==> src/rtl/irq_hub_pkg.sv <==
package irq_hub_pkg;

  localparam int unsigned REG_AW = 4;

  localparam logic [REG_AW-1:0] OFS_STATUS = 4'h0;
  localparam logic [REG_AW-1:0] OFS_ENABLE = 4'h2;
  localparam logic [REG_AW-1:0] OFS_CRIT   = 4'h3;
  localparam logic [REG_AW-1:0] OFS_POL    = 4'h4;
  localparam logic [REG_AW-1:0] OFS_TRIG   = 4'h5;
  localparam logic [REG_AW-1:0] OFS_MASKED = 4'h6;

  // Event detector for one source: edge mode compares against last cycle,
  // level mode compares against the chosen active level.
  function automatic logic sense_hit(input logic trig, input logic pol,
                                     input logic cur, input logic last);
    logic rise;
    logic fall;
    rise = cur & ~last;
    fall = ~cur & last;
    if (trig) sense_hit = pol ? rise : fall;
    else      sense_hit = ~(cur ^ pol);
  endfunction

  // Register bit index holding a given source.
  function automatic int unsigned src_to_bit(input int unsigned src,
                                             input int unsigned width);
    src_to_bit = width - 1 - src;
  endfunction

endpackage

==> src/rtl/irq_hub_sync.sv <==
module irq_hub_sync #(
  parameter int unsigned W      = 32,
  parameter int unsigned STAGES = 2
) (
  input  logic         clk,
  input  logic         rst_n,
  input  logic [W-1:0] d,
  output logic [W-1:0] q
);

  logic [W-1:0] stage_q [STAGES];

  always_ff @(posedge clk or negedge rst_n) begin
    if (!rst_n) begin
      for (int i = 0; i < STAGES; i++) stage_q[i] <= '0;
    end else begin
      stage_q[0] <= d;
      for (int i = 1; i < STAGES; i++) stage_q[i] <= stage_q[i-1];
    end
  end

  assign q = stage_q[STAGES-1];

endmodule

==> src/rtl/irq_hub_sense.sv <==
module irq_hub_sense
  import irq_hub_pkg::*;
#(
  parameter int unsigned W = 32
) (
  input  logic         clk,
  input  logic         rst_n,
  input  logic [W-1:0] cur,
  input  logic [W-1:0] trig,
  input  logic [W-1:0] pol,
  output logic [W-1:0] hit
);

  logic [W-1:0] last_q;

  always_ff @(posedge clk or negedge rst_n) begin
    if (!rst_n) last_q <= '0;
    else        last_q <= cur;
  end

  for (genvar b = 0; b < W; b++) begin : g_bit
    assign hit[b] = sense_hit(trig[b], pol[b], cur[b], last_q[b]);
  end

endmodule

==> src/rtl/irq_hub_regs.sv <==
module irq_hub_regs
  import irq_hub_pkg::*;
#(
  parameter int unsigned W = 32
) (
  input  logic              clk,
  input  logic              rst_n,
  input  logic [REG_AW-1:0] addr,
  input  logic              wr_en,
  input  logic              rd_en,
  input  logic [W-1:0]      wdata,
  input  logic [W-1:0]      set_evt,
  output logic [W-1:0]      rdata,
  output logic [W-1:0]      status,
  output logic [W-1:0]      masked,
  output logic [W-1:0]      crit_sel,
  output logic [W-1:0]      pol,
  output logic [W-1:0]      trig,
  output logic [W-1:0]      clr_vec
);

  logic [W-1:0] status_q;
  logic [W-1:0] enable_q;
  logic [W-1:0] crit_q;
  logic [W-1:0] pol_q;
  logic [W-1:0] trig_q;
  logic [W-1:0] rd_mux;

  logic wr_status;
  logic wr_enable;
  logic wr_crit;
  logic wr_pol;
  logic wr_trig;

  assign wr_status = wr_en && (addr == OFS_STATUS);
  assign wr_enable = wr_en && (addr == OFS_ENABLE);
  assign wr_crit   = wr_en && (addr == OFS_CRIT);
  assign wr_pol    = wr_en && (addr == OFS_POL);
  assign wr_trig   = wr_en && (addr == OFS_TRIG);

  assign clr_vec = wr_status ? wdata : '0;

  always_ff @(posedge clk or negedge rst_n) begin
    if (!rst_n) begin
      status_q <= '0;
      enable_q <= '0;
      crit_q   <= '0;
      pol_q    <= '0;
      trig_q   <= '0;
    end else begin
      // a fresh event outranks a clear of the same bit
      status_q <= (status_q & ~clr_vec) | set_evt;
      if (wr_enable) enable_q <= wdata;
      if (wr_crit)   crit_q   <= wdata;
      if (wr_pol)    pol_q    <= wdata;
      if (wr_trig)   trig_q   <= wdata;
    end
  end

  assign status   = status_q;
  assign masked   = status_q & enable_q;
  assign crit_sel = crit_q;
  assign pol      = pol_q;
  assign trig     = trig_q;

  always_comb begin
    case (addr)
      OFS_STATUS: rd_mux = status_q;
      OFS_ENABLE: rd_mux = enable_q;
      OFS_CRIT:   rd_mux = crit_q;
      OFS_POL:    rd_mux = pol_q;
      OFS_TRIG:   rd_mux = trig_q;
      OFS_MASKED: rd_mux = masked;
      default:    rd_mux = '0;
    endcase
  end

  assign rdata = rd_en ? rd_mux : '0;

endmodule

==> src/rtl/irq_hub_route.sv <==
module irq_hub_route #(
  parameter int unsigned W = 32
) (
  input  logic         clk,
  input  logic         rst_n,
  input  logic [W-1:0] masked,
  input  logic [W-1:0] crit_sel,
  output logic         irq_nc_o,
  output logic         irq_crit_o
);

  logic nc_any;
  logic crit_any;

  assign nc_any   = |(masked & ~crit_sel);
  assign crit_any = |(masked & crit_sel);

  always_ff @(posedge clk or negedge rst_n) begin
    if (!rst_n) begin
      irq_nc_o   <= 1'b0;
      irq_crit_o <= 1'b0;
    end else begin
      irq_nc_o   <= nc_any;
      irq_crit_o <= crit_any;
    end
  end

endmodule

==> src/rtl/irq_hub.sv <==
module irq_hub
  import irq_hub_pkg::*;
#(
  parameter int unsigned NSRC        = 32,
  parameter int unsigned SYNC_STAGES = 2
) (
  input  logic              clk,
  input  logic              rst_n,
  input  logic [NSRC-1:0]   irq_in,
  input  logic [REG_AW-1:0] addr,
  input  logic              wr_en,
  input  logic              rd_en,
  input  logic [NSRC-1:0]   wdata,
  output logic [NSRC-1:0]   rdata,
  output logic              irq_nc_o,
  output logic              irq_crit_o
);

  logic [NSRC-1:0] irq_bits;
  logic [NSRC-1:0] irq_sync;
  logic [NSRC-1:0] set_evt;
  logic [NSRC-1:0] status;
  logic [NSRC-1:0] masked;
  logic [NSRC-1:0] crit_sel;
  logic [NSRC-1:0] pol;
  logic [NSRC-1:0] trig;
  logic [NSRC-1:0] clr_vec;

  // source n lives in register bit NSRC-1-n
  for (genvar n = 0; n < NSRC; n++) begin : g_rev
    assign irq_bits[src_to_bit(n, NSRC)] = irq_in[n];
  end

  irq_hub_sync #(.W(NSRC), .STAGES(SYNC_STAGES)) u_sync (
    .clk   (clk),
    .rst_n (rst_n),
    .d     (irq_bits),
    .q     (irq_sync)
  );

  irq_hub_sense #(.W(NSRC)) u_sense (
    .clk   (clk),
    .rst_n (rst_n),
    .cur   (irq_sync),
    .trig  (trig),
    .pol   (pol),
    .hit   (set_evt)
  );

  irq_hub_regs #(.W(NSRC)) u_regs (
    .clk      (clk),
    .rst_n    (rst_n),
    .addr     (addr),
    .wr_en    (wr_en),
    .rd_en    (rd_en),
    .wdata    (wdata),
    .set_evt  (set_evt),
    .rdata    (rdata),
    .status   (status),
    .masked   (masked),
    .crit_sel (crit_sel),
    .pol      (pol),
    .trig     (trig),
    .clr_vec  (clr_vec)
  );

  irq_hub_route #(.W(NSRC)) u_route (
    .clk        (clk),
    .rst_n      (rst_n),
    .masked     (masked),
    .crit_sel   (crit_sel),
    .irq_nc_o   (irq_nc_o),
    .irq_crit_o (irq_crit_o)
  );

endmodule

==> config.mk <==
export PLATFORM = sky130hd
export DESIGN_NAME = irq_hub
export DESIGN_NICKNAME = d
export VERILOG_FILES = /design/src/rtl/irq_hub_pkg.sv /design/src/rtl/irq_hub_sync.sv /design/src/rtl/irq_hub_sense.sv /design/src/rtl/irq_hub_regs.sv /design/src/rtl/irq_hub_route.sv /design/src/rtl/irq_hub.sv
export SDC_FILE = /design/constraint.sdc
export NUM_CORES = 1
export LEC_CHECK = 0
export BUFFER_PORTS_ARGS = -buffer_cell sky130_fd_sc_hd__buf_2
export CAP_MARGIN = 20
export CORE_MARGIN = 5
export CORE_UTILIZATION = 35
export CTS_BUF_LIST = sky130_fd_sc_hd__clkbuf_8 sky130_fd_sc_hd__clkbuf_16
export CTS_CLUSTER_SIZE = 24
export DETAILED_ROUTE_END_ITERATION = 12
export PLACE_DENSITY = 0.53
export SLEW_MARGIN = 10
export SYNTH_ARGS = -nofsm -noshare
export SYNTH_HDL_FRONTEND = slang
export SYNTH_SLANG_ARGS = --single-unit
==> constraint.sdc <==
create_clock -name clk -period 2.42 [get_ports clk]
set_input_delay 0.363 -clock clk [delete_from_list [all_inputs] [get_ports clk]]
set_output_delay 0.363 -clock clk [all_outputs]
set_load 0.01 [all_outputs]
==> results of run 1 <==
[Yosys cell counts]
cell / n / area (sq um)
sky130_fd_sc_hd__a211o_1: 32 / 280.3
sky130_fd_sc_hd__a21boi_0: 2 / 15.01
sky130_fd_sc_hd__a21o_1: 23 / 172.7
sky130_fd_sc_hd__a21oi_1: 56 / 280.3
sky130_fd_sc_hd__a221oi_1: 4 / 35.03
sky130_fd_sc_hd__a222oi_1: 20 / 200.2
sky130_fd_sc_hd__a22o_1: 9 / 78.83
sky130_fd_sc_hd__a22oi_1: 15 / 112.6
sky130_fd_sc_hd__a31oi_1: 8 / 50.05
sky130_fd_sc_hd__a32oi_1: 7 / 61.31
sky130_fd_sc_hd__and2_0: 1 / 6.260
sky130_fd_sc_hd__and2_1: 6 / 37.54
sky130_fd_sc_hd__and3_1: 1 / 6.260
sky130_fd_sc_hd__and3b_1: 1 / 8.760
sky130_fd_sc_hd__and4bb_2: 1 / 12.51
sky130_fd_sc_hd__buf_1: 1 / 3.750
sky130_fd_sc_hd__buf_2: 22 / 110.1
sky130_fd_sc_hd__buf_4: 1 / 7.510
sky130_fd_sc_hd__clkbuf_1: 16 / 60.06
sky130_fd_sc_hd__dfrtp_1: 258 / 6456
sky130_fd_sc_hd__mux2_1: 30 / 337.8
sky130_fd_sc_hd__mux2_2: 104 / 1171
sky130_fd_sc_hd__mux2i_1: 4 / 40.04
sky130_fd_sc_hd__nand2_1: 116 / 435.4
sky130_fd_sc_hd__nand2_2: 1 / 6.260
sky130_fd_sc_hd__nand2b_1: 3 / 18.77
sky130_fd_sc_hd__nand3_1: 33 / 165.2
sky130_fd_sc_hd__nand3b_1: 7 / 52.55
sky130_fd_sc_hd__nand4_1: 9 / 56.30
sky130_fd_sc_hd__nor2_1: 3 / 11.26
sky130_fd_sc_hd__nor2b_1: 35 / 219.0
sky130_fd_sc_hd__nor3_1: 39 / 195.2
sky130_fd_sc_hd__nor3_2: 1 / 10.01
sky130_fd_sc_hd__nor3b_1: 4 / 30.03
sky130_fd_sc_hd__nor3b_2: 1 / 12.51
sky130_fd_sc_hd__nor3b_4: 1 / 18.77
sky130_fd_sc_hd__nor4_1: 4 / 25.02
sky130_fd_sc_hd__nor4_4: 1 / 21.27
sky130_fd_sc_hd__nor4b_2: 1 / 15.01
sky130_fd_sc_hd__o2111ai_1: 2 / 17.52
sky130_fd_sc_hd__o21ai_0: 6 / 30.03
sky130_fd_sc_hd__o22ai_1: 12 / 75.07
sky130_fd_sc_hd__or2_2: 8 / 50.05
sky130_fd_sc_hd__or3_1: 1 / 6.260
[cells by family (layout without fill, tap and decap cells)]
family / after synthesis / count (layout) / synth area share [%]
AND/OR/NAND/NOR: 278 / 278 / 12.89
flip-flops: 258 / 258 / 58.61
AO/OA/AOI/OAI: 196 / 196 / 12.79
multiplexers: 138 / 138 / 14.06
buffers and inverters: 40 / 241 / 1.647
other: 0 / 2 / 0
[what timing repair did]
item                      4_1_cts  5_1_grt
setup buffers                   0        0
hold endpoints to repair       91        0
hold buffers                   33        0
[layout make-up]
class | instances | share of cell area [%]
sequential | 258 | 47.09
tap | 402 | 3.669
timing repair buffer | 189 | 9.929
clock inverter | 15 | 1.086
multi-input combinational | 612 | 31.93
antenna | 2 | 0.03650
clock buffer | 37 | 6.260
[where the power goes]
group | internal [mW] | total (mW) | leakage (nW) | switching, mW
Combinational | 0.860 | 1.57 | 2.49 | 0.712
Clock | 2.80 | 4.53 | 0.524 | 1.73
Sequential | 4.92 | 5.57 | 2.99 | 0.652
Total | 8.58 | 11.7 | 6.00 | 3.09
[worst max-delay path: cells and delay by family]
kind	cells	cell delay [ps]
compound gates	3	690
buf+inv	3	520
simple gates	1	340
[stage by stage]
step	util (%)	area, sq um	setup slack [ps]	hold slack (ps)
detailed placement	39.50	12370	124.3	334.7
floorplan	-	11020	358.6	67.41
finish	43.79	13710	138.2	98.78
global route	43.79	13710	4.664	89.80
global placement	39.50	12370	114.9	331.4
CTS	43.77	13710	118.2	75.74
[final timing paths]
check / endpoint / slack, ps / cells past startpoint
max: rdata[24] / 140 / 7
min: u_regs.trig[16] / 100 / 2
max reg2reg: u_route.irq_nc_o / 800 / 4
min reg2reg: u_sync.q[8] / 340 / 0
max in group asynchronous: u_regs.status[6] / 1240 / 3
min in group asynchronous: u_sync.stage_q[45] / 360 / 2
[state kept, by name, summed over array words and instances (netlist names), 32 cells and up]
register and flops:
u_sense.last_q 32, u_regs.crit_sel 32, u_sync.stage_q 32, u_regs.pol 32
u_regs.trig 32, u_regs.status 32, u_sync.q 32, u_regs.enable_q 32
[layer usage]
metal	GRT usage (%)	vias to the layer above	share of wire, %
li1	-	3753	-
met1	25.01	4146	45
met2	28.92	272	47
met3	2.893	38	5.8
met4	4.941	4	1.8
met5	0	-	0.11
==> results.txt, run 1 <==
TritonCTS built the clock tree. The launch point of the worst path was addr[1]. Clock tree synthesis inserted a total of 30 buffers. The tools report the number of DRC markers after the initial detailed-route iteration as 640. The H-tree depth was 1; the total of endpoints with negative setup slack in the final report was 0. The first global-routing pass estimated 49,950 um of wire. Of all nets on the critical path, the largest fanout is 12. The shortest period the worst path allows is 2282 ps, and the pin slew with the least headroom to its limit is 589.7 ps. The library cell used most frequently in the layout, excluding fill and tap cells, is sky130_fd_sc_hd__dfrtp_1. The critical path in this run is classified as input pin to output port.

The highest ir drop seen on vdd was 0.4917 mV; the cell count after synthesis was 910. After floorplanning, the core was sized to cover 0.03131 sq mm. The worst register-to-register path begins at u_regs.enable_q[2]. STA classifies the critical path endpoint as an output port. Routability-driven placement finished with a final weighted congestion of 0.8145. Setup total negative slack on the finished layout was measured at 0 ps. Kind of path behind the tightest hold check: input pin to flip-flop. 106 I/O pins were placed. Count of nets left with antenna violations after detail routing: 0. In this design, the critical path's most frequently occurring cell is sky130_fd_sc_hd__buf_2. The die boundary height works out to 187.4 um. Walking the worst path, the cells encountered are buf_2 -> and4bb_2 -> buf_12 -> a21o_1 -> a222oi_1 -> a21oi_1 -> buf_2. Counting distinct cell types in the post-synthesis netlist gives 44. In the layout the commonest cells are sky130_fd_sc_hd__dfrtp_1 (258), sky130_fd_sc_hd__nand2_1 (116), sky130_fd_sc_hd__mux2_2 (104), sky130_fd_sc_hd__buf_2 (104), sky130_fd_sc_hd__a21oi_1 (56). The initial utilization of the core area, before any placement, comes to 35.18%.

Initial antenna violation count: 4. The startpoint identified for the worst hold timing path is wdata[16]. The final global-route overflow total was 0; the post-layout total power was 11.67 mW.

Slowest cell on the critical path: sky130_fd_sc_hd__and4bb_2. The average wire per cell in the routed design was 20.72 um. The clock drives 258 sinks. The clock passes through at most 3 buffers. The synthesized design contains 258 register bits.

Once the clock tree was built, the resizer swapped 0 gates to a different size. The post-synthesis average cell area is 12.11 sq um. The global router's overall resource usage was 17.84%; the total count of max-transition violations in the final report was 0. Summing all flip-flop and latch instances after layout gives 0.006456 sq mm.

The run gives 1,163 as the count of nets after finishing. Across the routed clock network, the largest skew measured is 6.516 ps. Clock latency on the worst-skew pair, taken at its later pin, is 540 ps. The final hold violation count is 0. In this run the horizontal extent of the chip is 187.4 um. Entering global routing, the biggest net connects 66 pins.

The power per unit of standard cell area was 851.4 mW/mm^2; the count of vias placed by the detailed router was 8,213. Max-cap violations in this run came to 0. The layout cell share with drive strength beyond 1 is 28.71%, and the quantity of I/O buffers inserted on ports is 105. The flow ran to the end, and the final reports show no timing, DRC or antenna violations.

The tools report the via count of the first global-routing pass as 8,396. The finished layout holds 1,515 standard cells, fillers aside. The total wire length was 31,380 um; the highest clock rate was 438.3 MHz. The worst setup path is launched from an input pin.

The area used by multi-input combinational logic was 0.004378 sq mm; the routed via count divided by cell count was 5.421. Headroom to the max-slew limit came out at 60.68%. The required time at the endpoint of the critical path is 2060 ps. Setup repair after global routing left no endpoint under its margin. The run gives 65 as the number of core rows.

The final cycle utilization of the critical path is 94.29%, and the delay of the slowest critical-path stage is 340 ps. Area overhead of the layout relative to synthesis: 24.47%. The post-route DRC violation count came out at 0.

The part of the Yosys area used for sequential elements was 58.61%. Synthesis produced a netlist with a net count of 982. The die outline area is 0.03512 sq mm.

For the instance count after placement with tap cells included, the log shows 1,428. The yosys synthesis warning count was 0; the clock transition at the registers of the reported paths was 50 ps. Summed over all cells, the static leakage comes to 6.004 nW. The clock root buffer was sky130_fd_sc_hd__clkbuf_16. The run gives 1920 ps as the worst endpoint data arrival time.

The layout has 2,909 filler cells. The tools report the count of TritonRoute iterations in the first routing pass as 6. After legalization and detailed placement, the total HPWL measured 21,620 um. The tools report the mapped cell area as 0.01102 sq mm.
No activity file was read; power rests on OpenSTA's default activity.
==> inputs of run 2 (changes only) <==
Settings changed: ABC_AREA set to 1.
==> run 2 against run 1 <==
Clock power grew 4.9%. Flip-flop and latch count unchanged. Fmax is 7.1% higher. Sequential share of layout area down 1.6 points. Highest routed layer is now met4. Die area rose by 5.1%. Clock skew increased by 2.5 ps. Critical path depth down 1. Critical endpoint is now rdata[10]. Via count is 20% higher. Final area grew 3.4%.
==> results.txt, run 2 <==
The flow ran to the end, and the final reports show no timing, DRC or antenna violations. Slowest cell on the critical path: sky130_fd_sc_hd__dfrtp_1 (was sky130_fd_sc_hd__and4bb_2). The synthesized-area fraction occupied by and/or/nand/nor cells works out to 26.74% (was 12.89%).

For the area of the core, the log shows 0.03262 sq mm (was 0.03131 sq mm). The number of flops mapped to enable cells by yosys works out to 0 (unchanged). The adder-cell share of the synthesized area works out to 0% (unchanged). Setup repair after global routing left no endpoint under its margin.

The leading cell type in the layout, fill and taps excluded is sky130_fd_sc_hd__nand2_1 (was sky130_fd_sc_hd__dfrtp_1). Commonest cells in the netlist: sky130_fd_sc_hd__nand2_1 (327), sky130_fd_sc_hd__nand3_1 (278), sky130_fd_sc_hd__dfrtp_1 (258), sky130_fd_sc_hd__o21ai_0 (207), sky130_fd_sc_hd__inv_1 (144) (was sky130_fd_sc_hd__dfrtp_1 (258), sky130_fd_sc_hd__nand2_1 (116), sky130_fd_sc_hd__mux2_2 (104), sky130_fd_sc_hd__a21oi_1 (56), sky130_fd_sc_hd__nor3_1 (39)). The logs give 1,627 (was 1,163) for the count of nets after finishing and 106 (unchanged) for the I/O pin count. The part of the Yosys area used for sequential elements is 55.59% (was 58.61%), and the switching share of total power is 28.36% (was 26.50%).

The distinct cell type count of the synthesized netlist was 18 (was 44); the quantity of I/O buffers inserted on ports was 105 (unchanged). The TritonCTS buffer count was 30 (unchanged). The initial antenna violation count is 0 (was 4), and the worst-case hold slack is 138.9 ps (was 98.78 ps). The tools report the count of vias placed by the detailed router as 9,851 (was 8,213). The most frequent cell after synthesis was sky130_fd_sc_hd__nand2_1 (was sky130_fd_sc_hd__dfrtp_1). Largest cells by area after synthesis: sky130_fd_sc_hd__dfrtp_1 (56%), sky130_fd_sc_hd__nand3_1 (12%), sky130_fd_sc_hd__nand2_1 (11%) (was sky130_fd_sc_hd__dfrtp_1 (59%), sky130_fd_sc_hd__mux2_2 (11%), sky130_fd_sc_hd__nand2_1 (4.0%)). The count of TritonRoute iterations in the first routing pass is 6 (unchanged). The yosys synthesis warning count was 0 (unchanged); the final cycle utilization of the critical path was 88.02% (was 94.29%).

The horizontal die dimension came out at 192.2 um (was 187.4 um). The count of maximum capacitance violations came out at 0 (unchanged). The global router's overall resource usage was 17.62% (was 17.84%).

The total count of max-transition violations in the final report was 0 (unchanged). The logs give 11.74 mW (was 11.67 mW) for the post-layout total power and 469.4 MHz (was 438.3 MHz) for the highest clock rate. The power share of the sequential group is 46.0% (was 47.7%). The net count of the mapped netlist was 1,499 (was 982); the number of DRC markers after the initial detailed-route iteration was 668 (was 640).

The clock transition at the registers of the reported paths was 60 ps (was 50 ps); the final cell count without fillers was 2,021 (was 1,515). The clock network power share came out at 40.4% (was 38.8%). The post-route DRC violation count is 0 (unchanged). The number of setup buffers added after CTS was 0 (unchanged).

For the global-route wire length before repair, the log shows 52,400 um (was 49,950 um). The total of endpoints with negative setup slack in the final report came out at 0 (unchanged). The final global-route overflow total is 0 (unchanged), and the number of gates resized after cts is 0 (unchanged). The tools report the weighted congestion at the end of routability-driven global placement as 0.7767 (was 0.8145). The worst setup path category is flip-flop to output port (was input pin to output port).

The mux share of post-synthesis cell area was 0% (was 14.06%). The total clock sinks is 258 (unchanged). The die outline area was 0.03693 sq mm (was 0.03512 sq mm); the total wire length was 32,090 um (was 31,380 um). The power per unit of standard cell area works out to 827.9 mW/mm^2 (was 851.4 mW/mm^2). TritonCTS built the clock tree.

For the utilization after layout, the log shows 43.48% (was 43.79%). Number of core rows: 66 (was 65). The placement-stage worst setup slack was 311.0 ps (was 124.3 ps). Highest-count cells in the layout ignoring fill and taps: sky130_fd_sc_hd__nand2_1 (327), sky130_fd_sc_hd__nand3_1 (276), sky130_fd_sc_hd__dfrtp_1 (258) (was sky130_fd_sc_hd__dfrtp_1 (258), sky130_fd_sc_hd__nand2_1 (116), sky130_fd_sc_hd__mux2_2 (104), sky130_fd_sc_hd__buf_2 (104), sky130_fd_sc_hd__a21oi_1 (56)). The worst-case clock skew is 8.994 ps (was 6.516 ps). The area overhead of the layout relative to synthesis is 22.11% (was 24.47%), and the mapped cell area is 0.01161 sq mm (was 0.01102 sq mm).

The post-synthesis average cell area is 8.139 sq um (was 12.11 sq um). The tools report the worst setup margin as 289.8 ps (was 138.2 ps). The maximum fanout encountered on the critical timing path works out to 4 (was 12).

The die boundary height was 192.2 um (was 187.4 um). The launching element type of the critical path is a flip-flop (was an input pin). The headroom to the max-slew limit was 62.80% (was 60.68%). The shortest period the worst path allows works out to 2130 ps (was 2282 ps). Dominant register cell in the synthesized netlist: sky130_fd_sc_hd__dfrtp_1 (unchanged). The tools report the critical path endpoint category as an output port (unchanged). List of cells traversed by the critical path: nand2_1 -> nand3b_1 -> nand2_1 -> inv_1 -> a21oi_1 -> buf_2 (was buf_2 -> and4bb_2 -> buf_12 -> a21o_1 -> a222oi_1 -> a21oi_1 -> buf_2).

The routed via count divided by cell count is 4.874 (was 5.421), and the H-tree depth is 1 (unchanged). Half-perimeter wire length after detailed placement: 21,210 um (was 21,620 um). The logs give 0.5252 mV (was 0.4917 mV) for the highest ir drop seen on vdd and 2060 ps (about the same) for the required time at the endpoint of the critical path. Count of nets left with antenna violations after detail routing: 0 (unchanged). The logs give 35.61% (was 35.18%) for the starting density of the core and 0 (unchanged) for the final hold violation count.

The pin slew with the least headroom to its limit works out to 558.1 ps (was 589.7 ps). The logs give 3 (unchanged) for the deepest clock path buffer count and 8.412 mW (was 8.580 mW) for the internal power summed over all cells. The flop and latch count out of synthesis works out to 258 (unchanged). Kind of path behind the tightest hold check: input pin to flip-flop (unchanged).

The via count of the first global-routing pass is 9,484 (was 8,396), and the layout cell share with drive strength beyond 1 is 12.48% (was 28.71%). The combinational family with the most area after synthesis is simple AND/OR/NAND/NOR gates (was multiplexers). The switching power of the nets is 3.330 mW (was 3.093 mW), and the delay of the slowest critical-path stage is 400 ps (was 340 ps).

The clock root buffer is sky130_fd_sc_hd__clkbuf_16 (unchanged). The area fraction in compound gates after synthesis is 10.38% (was 12.79%), and the final antenna diode count is 0 (was 2). For the cell count after synthesis, the log shows 1,427 (was 910).

Part of the total power dissipated in combinational logic: 13.6% (was 13.5%). Pin count of the biggest net entering global routing: 72 (was 66). The post-synthesis async set-or-reset flop share is 100.0% (unchanged), and the final-layout setup total negative slack is 0 ps (unchanged). The tools report the worst endpoint data arrival time as 1770 ps (was 1920 ps). The reported leakage power is 6.817 nW (was 6.004 nW), and the xor/xnor cell area share of the yosys netlist is 0% (unchanged). The cell type with the highest aggregate area in the netlist was sky130_fd_sc_hd__dfrtp_1 (unchanged).

The count of buffer and inverter cells on the critical path is 2 (was 3), and the instance count after placement with tap cells included is 1,932 (was 1,428). Dominant cell type by count on the critical path: sky130_fd_sc_hd__nand2_1 (was sky130_fd_sc_hd__buf_2). The average wire per cell in the routed design came out at 15.88 um (was 20.72 um). The fraction of post-synthesis cell area in the top cell type by area is 55.59% (was 58.61%).

For the clock insertion delay at the later pin of the skew report, the log shows 560 ps (was 540 ps). The family with the most delay on the worst path is flip-flops (was compound AO/OA/AOI/OAI gates). The finished layout cell area is 0.01418 sq mm (was 0.01371 sq mm), and the cell area after placement is 0.01279 sq mm (was 0.01237 sq mm).
==> run 2: cell types whose count changed after synthesis, sizes merged, moves of 15 or more <==
cell,previous run,this run
a211o,32,0
a21o,23,0
a21oi,56,32
a222oi,20,0
a22oi,15,0
clkbuf,16,38
inv,0,145
mux2,134,0
nand2,117,328
nand3,33,279
nor2,3,90
nor2b,35,0
nor3,40,0
o21ai,6,209
==> run 2: cells by family after synthesis <==
logic type      Yosys count
buf+inv                 215
simple gates            713
flops                   258
compound gates          241
==> run 2: path summary, 6_finish.rpt <==
kind                                     from                  end  slack [ps]  depth (start not counted)
max                         u_regs.status[10]            rdata[10]         290                          6
min                                  wdata[6]        u_regs.pol[6]         140                          3
max reg2reg                 u_regs.status[24]   u_route.irq_crit_o        1090                          6
min reg2reg                u_sync.stage_q[39]          u_sync.q[7]         350                          0
max in group asynchronous               rst_n  u_regs.crit_sel[17]        1390                          3
min in group asynchronous               rst_n   u_sync.stage_q[38]         290                          2
==> run 2: worst register-to-register path: cells and delay by family (launching register included) <==
family	cells	cell delay, ps
compound gates	1	420
simple gates	5	450
flops	1	390
==> run 2: power by group through the flow <==
stage	sequential (mW)	clock, mW	combinational (mW)
final	5.40	4.75	1.60
after floorplan	5.31	0	1.04
after detailed placement	5.46	0	1.58
after global routing	5.49	5.07	1.87
after CTS	5.39	4.90	1.63
after global placement	5.45	0	1.54
==> run 2: layout make-up <==
class	instances	area, sq um
timing repair buffer	166	1226
fill	3310	18440
clock inverter	22	252.7
clock buffer	34	805.8
sequential	258	6456
inverter	145	544.3
tap	442	553.0
multi-input combinational	954	4344
==> run 2: timing repair <==
item / in CTS / in global routing
hold buffers: 33 / 0
endpoints found under the hold margin: 75 / 0
endpoints found under the setup margin: 0 / 0
==> run 2: metal layers <==
layer	GRT usage (%)	wire length, um	up-vias
met5	0	0	-
met4	3.950	737	0
met3	2.217	1504	51
met2	28.98	14910	245
met1	25.02	14940	4637
li1	-	-	4918
